## src/rtl/txdma_pkg.sv

```systemverilog
package txdma_pkg;
    localparam int LEN_W    = 11;
    localparam int OWN_BIT  = 31;
    localparam int IOC_BIT  = 31;
    localparam int LS_BIT   = 30;
    localparam int FS_BIT   = 29;
    localparam int CS_LO    = 27;
    localparam int EOR_BIT  = 25;
    localparam int CH_BIT   = 24;
    localparam int DESC_BYTES = 16;

    localparam logic [2:0] RA_CTRL   = 3'd0;
    localparam logic [2:0] RA_BASE   = 3'd1;
    localparam logic [2:0] RA_POLL   = 3'd2;
    localparam logic [2:0] RA_STAT   = 3'd3;
    localparam logic [2:0] RA_CDESC  = 3'd4;
    localparam logic [2:0] RA_CBUF   = 3'd5;

    typedef enum logic [2:0] {
        PS_STOP  = 3'd0,
        PS_FETCH = 3'd1,
        PS_READ  = 3'd2,
        PS_CLOSE = 3'd3,
        PS_SUSP  = 3'd4
    } pstate_e;

    typedef enum logic [2:0] {
        ST_STOP, ST_SUSP, ST_DESC, ST_BUFRD, ST_EMIT, ST_CLOSE
    } fsm_e;
endpackage

```

## src/rtl/txdma_regs.sv

```systemverilog
module txdma_regs
    import txdma_pkg::*;
(
    input  logic        clk,
    input  logic        rst_n,
    input  logic        reg_we,
    input  logic [2:0]  reg_addr,
    input  logic [31:0] reg_wdata,
    output logic [31:0] reg_rdata,
    input  logic [31:0] cur_desc,
    input  logic [31:0] cur_buf,
    input  logic [2:0]  pstate,
    input  logic        set_ti,
    input  logic        set_tu,
    input  logic        set_fbe,
    output logic        run,
    output logic [31:0] base,
    output logic        kick,
    output logic        irq
);
    typedef struct packed {
        logic        run;
        logic [31:0] base;
        logic        ti;
        logic        tu;
        logic        fbe;
    } regs_t;

    regs_t q, d;

    always_comb begin
        d    = q;
        kick = 1'b0;
        if (reg_we) begin
            case (reg_addr)
                RA_CTRL: begin
                    d.run = reg_wdata[0];
                    kick  = reg_wdata[0];
                end
                RA_BASE: d.base = {reg_wdata[31:4], 4'b0000};
                RA_POLL: kick = q.run;
                RA_STAT: begin
                    if (reg_wdata[0]) d.ti  = 1'b0;
                    if (reg_wdata[1]) d.tu  = 1'b0;
                    if (reg_wdata[2]) d.fbe = 1'b0;
                end
                default: ;
            endcase
        end
        if (set_ti)  d.ti  = 1'b1;
        if (set_tu)  d.tu  = 1'b1;
        if (set_fbe) d.fbe = 1'b1;
    end

    always_ff @(posedge clk or negedge rst_n) begin
        if (!rst_n) q <= '0;
        else        q <= d;
    end

    always_comb begin
        case (reg_addr)
            RA_CTRL:  reg_rdata = {31'd0, q.run};
            RA_BASE:  reg_rdata = q.base;
            RA_STAT:  reg_rdata = {25'd0, pstate, 1'b0, q.fbe, q.tu, q.ti};
            RA_CDESC: reg_rdata = cur_desc;
            RA_CBUF:  reg_rdata = cur_buf;
            default:  reg_rdata = 32'd0;
        endcase
    end

    assign run  = q.run;
    assign base = q.base;
    assign irq  = q.ti | q.tu | q.fbe;
endmodule

```

## src/rtl/txdma_serializer.sv

```systemverilog
module txdma_serializer (
    input  logic        clk,
    input  logic        rst_n,
    input  logic        load,
    input  logic [31:0] load_word,
    input  logic [2:0]  load_nbytes,
    input  logic        load_last,
    output logic        busy,
    output logic        tx_valid,
    input  logic        tx_ready,
    output logic [7:0]  tx_data,
    output logic        tx_first,
    output logic        tx_last
);
    typedef struct packed {
        logic        busy;
        logic [31:0] word;
        logic [2:0]  nb;
        logic [1:0]  idx;
        logic        last;
        logic        infr;
    } ser_t;

    ser_t q, d;
    logic [31:0] shifted;
    logic        final_byte;

    assign shifted    = q.word >> {q.idx, 3'b000};
    assign final_byte = ({1'b0, q.idx} == (q.nb - 3'd1));

    always_comb begin
        d = q;
        if (load) begin
            d.busy = 1'b1;
            d.word = load_word;
            d.nb   = load_nbytes;
            d.idx  = 2'd0;
            d.last = load_last;
        end else if (q.busy && tx_ready) begin
            d.infr = !(q.last && final_byte);
            if (final_byte) d.busy = 1'b0;
            else            d.idx  = q.idx + 2'd1;
        end
    end

    always_ff @(posedge clk or negedge rst_n) begin
        if (!rst_n) q <= '0;
        else        q <= d;
    end

    assign busy     = q.busy;
    assign tx_valid = q.busy;
    assign tx_data  = shifted[7:0];
    assign tx_first = q.busy && !q.infr;
    assign tx_last  = q.busy && q.last && final_byte;
endmodule

```

## src/rtl/txdma_walker.sv

```systemverilog
module txdma_walker
    import txdma_pkg::*;
(
    input  logic        clk,
    input  logic        rst_n,
    input  logic        run,
    input  logic        kick,
    input  logic [31:0] base,
    output logic        mem_req,
    output logic        mem_we,
    output logic [31:0] mem_addr,
    output logic [31:0] mem_wdata,
    input  logic        mem_ack,
    input  logic        mem_err,
    input  logic [31:0] mem_rdata,
    output logic        ser_load,
    output logic [2:0]  ser_nbytes,
    output logic        ser_last,
    input  logic        ser_busy,
    output logic [1:0]  csum,
    output logic [31:0] cur_desc,
    output logic [31:0] cur_buf,
    output logic [2:0]  pstate,
    output logic        set_ti,
    output logic        set_tu,
    output logic        set_fbe
);
    typedef struct packed {
        fsm_e             st;
        logic [1:0]       widx;
        logic             req;
        logic             we;
        logic [31:0]      addr;
        logic [31:0]      wdata;
        logic [31:0]      w0;
        logic [31:0]      w1;
        logic [31:0]      w2;
        logic [31:0]      w3;
        logic [31:0]      cur;
        logic [31:0]      cbuf;
        logic [31:0]      baddr;
        logic             sel;
        logic [LEN_W-1:0] remain;
        logic [1:0]       csum;
    } walk_t;

    walk_t q, d;
    logic [LEN_W-1:0] len1, len2;
    logic [2:0]       nb;
    logic [1:0]       cs_field;

    assign len1     = q.w1[LEN_W-1:0];
    assign len2     = q.w1[2*LEN_W-1:LEN_W];
    assign nb       = (q.remain > LEN_W'(4)) ? 3'd4 : q.remain[2:0];
    assign cs_field = q.w1[CS_LO+1:CS_LO];

    always_comb begin
        d          = q;
        set_ti     = 1'b0;
        set_tu     = 1'b0;
        set_fbe    = 1'b0;
        ser_load   = 1'b0;
        ser_nbytes = nb;
        ser_last   = 1'b0;
        case (q.st)
            ST_STOP, ST_SUSP: begin
                if (q.st == ST_SUSP && !run) d.st = ST_STOP;
                if (kick) begin
                    d.st   = ST_DESC;
                    d.widx = 2'd0;
                    if (q.cur == 32'd0) d.cur = base;
                end
            end
            ST_DESC: begin
                if (!q.req) begin
                    d.req  = 1'b1;
                    d.we   = 1'b0;
                    d.addr = q.cur + {28'd0, q.widx, 2'b00};
                end else if (mem_ack) begin
                    d.req = 1'b0;
                    if (mem_err) begin
                        set_fbe = 1'b1;
                        d.st    = ST_STOP;
                    end else begin
                        case (q.widx)
                            2'd0: begin
                                if (!mem_rdata[OWN_BIT]) begin
                                    set_tu = 1'b1;
                                    d.st   = ST_SUSP;
                                end else begin
                                    d.w0   = mem_rdata;
                                    d.widx = 2'd1;
                                end
                            end
                            2'd1: begin
                                d.w1   = mem_rdata;
                                d.widx = 2'd2;
                            end
                            2'd2: begin
                                d.w2   = mem_rdata;
                                d.widx = 2'd3;
                            end
                            default: begin
                                d.w3     = mem_rdata;
                                d.sel    = 1'b0;
                                d.baddr  = q.w2;
                                d.cbuf   = q.w2;
                                d.remain = len1;
                                if (q.w1[FS_BIT])
                                    d.csum = {cs_field > 2'd1, cs_field != 2'd0};
                                d.st     = ST_BUFRD;
                            end
                        endcase
                    end
                end
            end
            ST_BUFRD: begin
                if (q.remain == '0) begin
                    if (!q.sel && !q.w1[CH_BIT]) begin
                        d.sel    = 1'b1;
                        d.baddr  = q.w3;
                        d.cbuf   = q.w3;
                        d.remain = len2;
                    end else begin
                        d.st = ST_CLOSE;
                    end
                end else if (!q.req) begin
                    d.req  = 1'b1;
                    d.we   = 1'b0;
                    d.addr = {q.baddr[31:2], 2'b00};
                end else if (mem_ack) begin
                    d.req = 1'b0;
                    if (mem_err) begin
                        set_fbe = 1'b1;
                        d.st    = ST_STOP;
                    end else begin
                        ser_load = 1'b1;
                        ser_last = q.w1[LS_BIT] && (q.remain <= LEN_W'(4)) &&
                                   (q.sel || q.w1[CH_BIT] || len2 == '0);
                        d.remain = q.remain - LEN_W'(nb);
                        d.baddr  = q.baddr + 32'd4;
                        d.st     = ST_EMIT;
                    end
                end
            end
            ST_EMIT: begin
                if (!ser_busy) d.st = ST_BUFRD;
            end
            ST_CLOSE: begin
                if (!q.req) begin
                    d.req   = 1'b1;
                    d.we    = 1'b1;
                    d.addr  = q.cur;
                    d.wdata = q.w0 & ~(32'd1 << OWN_BIT);
                end else if (mem_ack) begin
                    d.req = 1'b0;
                    d.we  = 1'b0;
                    if (mem_err) begin
                        set_fbe = 1'b1;
                        d.st    = ST_STOP;
                    end else begin
                        set_ti = q.w1[IOC_BIT];
                        if (q.w1[EOR_BIT])     d.cur = base;
                        else if (q.w1[CH_BIT]) d.cur = q.w3;
                        else                   d.cur = q.cur + 32'(DESC_BYTES);
                        d.widx = 2'd0;
                        d.st   = run ? ST_DESC : ST_STOP;
                    end
                end
            end
            default: d.st = ST_STOP;
        endcase
    end

    always_ff @(posedge clk or negedge rst_n) begin
        if (!rst_n) begin
            q    <= '0;
            q.st <= ST_STOP;
        end else begin
            q <= d;
        end
    end

    always_comb begin
        case (q.st)
            ST_DESC:           pstate = PS_FETCH;
            ST_BUFRD, ST_EMIT: pstate = PS_READ;
            ST_CLOSE:          pstate = PS_CLOSE;
            ST_SUSP:           pstate = PS_SUSP;
            default:           pstate = PS_STOP;
        endcase
    end

    assign mem_req   = q.req;
    assign mem_we    = q.we;
    assign mem_addr  = q.addr;
    assign mem_wdata = q.wdata;
    assign csum      = q.csum;
    assign cur_desc  = q.cur;
    assign cur_buf   = q.cbuf;
endmodule

```

## src/rtl/txdma_engine.sv

```systemverilog
module txdma_engine
    import txdma_pkg::*;
(
    input  logic        clk,
    input  logic        rst_n,
    input  logic        reg_we,
    input  logic [2:0]  reg_addr,
    input  logic [31:0] reg_wdata,
    output logic [31:0] reg_rdata,
    output logic        mem_req,
    output logic        mem_we,
    output logic [31:0] mem_addr,
    output logic [31:0] mem_wdata,
    input  logic        mem_ack,
    input  logic        mem_err,
    input  logic [31:0] mem_rdata,
    output logic        tx_valid,
    input  logic        tx_ready,
    output logic [7:0]  tx_data,
    output logic        tx_first,
    output logic        tx_last,
    output logic [1:0]  tx_csum,
    output logic        irq
);
    logic        run, kick, set_ti, set_tu, set_fbe;
    logic [31:0] base, cur_desc, cur_buf;
    logic [2:0]  pstate;
    logic        ser_load, ser_last, ser_busy;
    logic [2:0]  ser_nbytes;

    txdma_regs u_regs (
        .clk(clk), .rst_n(rst_n),
        .reg_we(reg_we), .reg_addr(reg_addr), .reg_wdata(reg_wdata), .reg_rdata(reg_rdata),
        .cur_desc(cur_desc), .cur_buf(cur_buf), .pstate(pstate),
        .set_ti(set_ti), .set_tu(set_tu), .set_fbe(set_fbe),
        .run(run), .base(base), .kick(kick), .irq(irq)
    );

    txdma_walker u_walk (
        .clk(clk), .rst_n(rst_n), .run(run), .kick(kick), .base(base),
        .mem_req(mem_req), .mem_we(mem_we), .mem_addr(mem_addr), .mem_wdata(mem_wdata),
        .mem_ack(mem_ack), .mem_err(mem_err), .mem_rdata(mem_rdata),
        .ser_load(ser_load), .ser_nbytes(ser_nbytes), .ser_last(ser_last), .ser_busy(ser_busy),
        .csum(tx_csum), .cur_desc(cur_desc), .cur_buf(cur_buf), .pstate(pstate),
        .set_ti(set_ti), .set_tu(set_tu), .set_fbe(set_fbe)
    );

    txdma_serializer u_ser (
        .clk(clk), .rst_n(rst_n),
        .load(ser_load), .load_word(mem_rdata), .load_nbytes(ser_nbytes), .load_last(ser_last),
        .busy(ser_busy),
        .tx_valid(tx_valid), .tx_ready(tx_ready), .tx_data(tx_data),
        .tx_first(tx_first), .tx_last(tx_last)
    );
endmodule

```

## config.mk

```make
export PLATFORM = sky130hd
export DESIGN_NAME = txdma_engine
export DESIGN_NICKNAME = d
export VERILOG_FILES = /design/src/rtl/txdma_pkg.sv /design/src/rtl/txdma_regs.sv /design/src/rtl/txdma_serializer.sv /design/src/rtl/txdma_walker.sv /design/src/rtl/txdma_engine.sv
export SDC_FILE = /design/constraint.sdc
export NUM_CORES = 1
export LEC_CHECK = 0
export ABC_AREA = 1
export BUFFER_PORTS_ARGS = -buffer_cell sky130_fd_sc_hd__buf_2
export CAP_MARGIN = 30
export CELL_PAD_IN_SITES_DETAIL_PLACEMENT = 1
export CELL_PAD_IN_SITES_GLOBAL_PLACEMENT = 2
export CORE_ASPECT_RATIO = 0.7
export CORE_MARGIN = 1
export CORE_UTILIZATION = 38
export CTS_BUF_LIST = sky130_fd_sc_hd__clkbuf_16
export CTS_CLUSTER_SIZE = 12
export DETAILED_ROUTE_END_ITERATION = 7
export PLACE_DENSITY_LB_ADDON = 0.1
export SYNTH_ARGS = -nofsm -noshare
export SYNTH_HDL_FRONTEND = slang
export SYNTH_HIERARCHICAL = 1
export SYNTH_SLANG_ARGS = --single-unit
```

## constraint.sdc

```tcl
create_clock -name clk -period 6.3 [get_ports clk]
set_clock_uncertainty 0.1 [all_clocks]
set_input_delay 0.63 -clock clk [delete_from_list [all_inputs] [get_ports clk]]
set_output_delay 0.63 -clock clk [all_outputs]
set_load 0.1 [all_outputs]
```

==> run metrics <==
number of global-route vias before repair roughly 19k; DR vias/cell between 5 and 6; drt initial violations 1,966; top-area cell type share of the netlist area 44.15%; diode count 0; CTS tree built; Seq cells post-synth 374; Post-DP Area 0.02145 mm²; pwr dens roughly 370 mW/mm²; post-CTS resize count 0; min setup slack post-route roughly 2400 ps; CP delay by family, top simple AND/OR/NAND/NOR gates; Worst Setup SP u_walk/q[308]; Ports 185; Worst Setup End Kind output port; worst-path maximum fanout 29; Post-DP HPWL around 66,000 µm; clk sinks ~370; CP startpoint kind flop; RePlAce Congestion about 0.95; Critical Path RT 5570 ps; die area 0.05674 mm²; Synth area leaders dfrtp_1 44%, nand2_1 15%, o21ai_0 6.7%; Num CTS Buffers 43; clock root buffer clkbuf_16; Critical R2R Launch u_walk/q[5]; crit-path cells inv_2 -> nand2_2 -> nor2_4 -> buf_4 -> nor2_4 -> o21ai_0 -> inv_1 -> nor2_1 -> nor2_1 -> nand2_1 -> buf_2; Die Height 199.6 µm; number of cells on the worst reg-to-reg path 12; Final Core Density 41.41%; Antenna Violating Nets Remaining 0; clock latency on the worst-skew pair between 500 and 600 ps; R2R setup slack 2720 ps; Clock Path Buffers 3; Yosys Warn Count 6; all-layer global routing usage between 30% and 40%; status finished clean; first-pass GRT wire length 129,100 µm; drt pass-1 iters 5; Fmax 255.0 MHz; Post-CTS Setup Bufs 0; GRT overflow 0; Max-Cap Viols 0; initial antenna violation count 2; Worst-path clk slew 60 ps; sequential area share after synthesis 44.15%; Final Hold Vio Count 0; slew at the pin closest to its max-slew limit 1158 ps; Mapped Area 0.02120 mm²; WL/cell around 25 µm; CP peak stage delay 770 ps; RSZ-0062 raised after global routing false; Max-slew headroom 21.97%; # DRC 0; FF-to-FF End u_ser/q[2]; setup TNS 0 ps; # rows 72; Arr. time, crit path 3190 ps; Mapped Cells approximately 2.8k; input/output buffers between 150 and 200; minimum clock period 3921 ps; cell taking the most area after synthesis dfrtp_1; Final #Nets 2,846; CP Depth 11; Final Setup Violations 0; Die Span X 284.3 µm; H-tree levels 2; post-route cell area approximately 0.023 mm²; via count 19.21k; Starting Density 38.45%; Max Slew Vio Count 0; Min-Delay Path Class input pin to flop; final wirelength roughly 88,000 µm; overall power 8.408 mW; Buf/Inv on CP 4; count of cell types in the netlist 60; Place WS 2562 ps; Core Region between 0.05 and 0.06 mm²; Critical Path End reg_rdata[5]; area grow syn2layout 7.721%; largest net degree at the start of global routing 148; Worst VDD drop 347.6 µV; share of cells above drive strength 1 12.28%; Avg Cell Area, Syn 7.595 µm²; crit path kind flop to output port; CP max stage cell nor2_4; Lkg Pwr around 12 nW; final worst path period share 62.24%
[worst min path at each step]
stage | start | to | cells after the start
finish | reg_wdata[19] | u_regs/base[19] | 3
global route | reg_wdata[27] | u_regs/base[27] | 3
CTS | reg_wdata[18] | u_regs/base[18] | 3
detailed placement | u_ser/q[16] | u_ser/q[16] | 2
global placement | u_ser/q[30] | u_ser/q[30] | 2
floorplan | rst_n | u_regs/base[10] | 0
[kinds of logic (layout without fill, tap and decap cells)]
logic type,Yosys count,after routing,share of synthesized area (%)
simple gates,1344,1344,26.66
fa+ha+maj,13,13,0.8028
buf+inv,525,524,13.10
flops,374,374,44.15
xor+xnor,39,39,1.647
mux,1,1,0.05312
compound gates,492,492,13.54
other cells,3,6,0.05312
[metal layers]
metal | vias to the layer above | routed length, µm | GRT usage [%] | share of wire, %
met5 | - | 0 | 0 | 0
met4 | 0 | 1295 | 5.396 | 1.5
met3 | 83 | 7794 | 9.692 | 8.8
met1 | 9698 | 43830 | 47.15 | 50
met2 | 578 | 35460 | 42.40 | 40
li1 | 8852 | - | - | -
[where the power goes]
part / switching, mW / internal (mW) / leakage (nW) / total (mW)
Clock: 1.08 / 1.43 / 0.726 / 2.51
Combinational: 2.07 / 0.540 / 6.04 / 2.61
Sequential: 0.431 / 2.86 / 4.77 / 3.29
Total: 3.58 / 4.83 / 11.5 / 8.41
[repair_timing]
action / in CTS / in global routing
hold buffers: 1 / 0
hold endpoints to repair: 19 / 0
setup endpoints to repair: 0 / 0
[cells in the mapped netlist (all sizes together)]
library cell / n
nand3b: 2
o31ai: 3
and2: 4
and3: 1
o22a: 2
nand3: 121
o22ai: 28
o21ai: 300
a31oi: 6
xor2: 36
nor2: 223
ha: 12
inv: 233
or3: 1
nand4: 67
nand2: 883
o311ai: 1
a221oi: 2
clkinv: 2
xnor2: 3
or2: 1
o211ai: 9
clkbuf: 51
a2bb2oi: 14
mux2: 1
o21a: 1
dfrtp: 374
a22oi: 8
nor3: 38
a211oi: 4
o221ai: 33
fa: 1
nor4: 3
a21oi: 80
o2111a: 1
buf: 239
conb: 3
[registers in the layout, indices dropped and copies added, names as in the netlist]
register and count:
u_walk/q 147, u_walk/len2 11, u_walk/cur_desc 32, u_ser/q 39, u_walk/mem_wdata 31, u_walk/cs_field 2, u_regs/run 1, u_regs/base 28
u_walk/len1 11, u_ser/busy 1, u_walk/csum 2, u_walk/mem_addr 32, u_regs/q 3, u_walk/mem_we 1, u_walk/mem_req 1, u_walk/cur_buf 32
[per-stage QoR]
step / hold slack [ps] / instances
after floorplan: 234.4 / 2794
after global placement: 348.8 / 3447
after detailed placement: 358.5 / 3452
after CTS: 135.5 / 3531
after global routing: 166.6 / 3533
final: 157.4 / 3533
[worst min-delay path, delay by kind of cell]
| kind | cells | cell delay [ps] |
|---|---|---|
| buffers and inverters | 1 | 70 |
| and+or+nand+nor | 2 | 90 |
[layout by cell type, fill, tap and decap left out, types with 7 or more instances in the layout]
cell type	synthesis	routed
nand2_1	868	867
ha_1	12	12
buf_2	41	183
a2bb2oi_1	14	14
clkbuf_16	0	44
o221ai_2	9	9
a21oi_1	77	77
nand2_2	10	11
nor3_1	35	35
inv_1	217	233
xor2_1	36	36
nor2_1	209	206
nor2_2	7	8
o221ai_1	24	24
a22oi_1	8	8
dfrtp_1	374	374
o21ai_0	282	282
o22ai_1	28	28
clkinv_1	1	8
o211ai_1	7	7
buf_4	176	19
nand4_1	67	67
nor2_4	5	7
o21ai_1	16	16
nand3_1	117	115
inv_2	15	15
[final cells by class]
| cell class | instances | area (µm²) |
|---|---|---|
| well taps | 740 | 925.9 |
| clock buffers | 44 | 1101 |
| repair buffers | 211 | 1199 |
| inverters | 235 | 885.9 |
| multi-input cells | 1895 | 9102 |
| clock inverters | 34 | 260.3 |
| fillers | 6885 | 32300 |
| flip-flops and latches | 374 | 9359 |
Note: power is estimated with default switching activity, not from simulation.
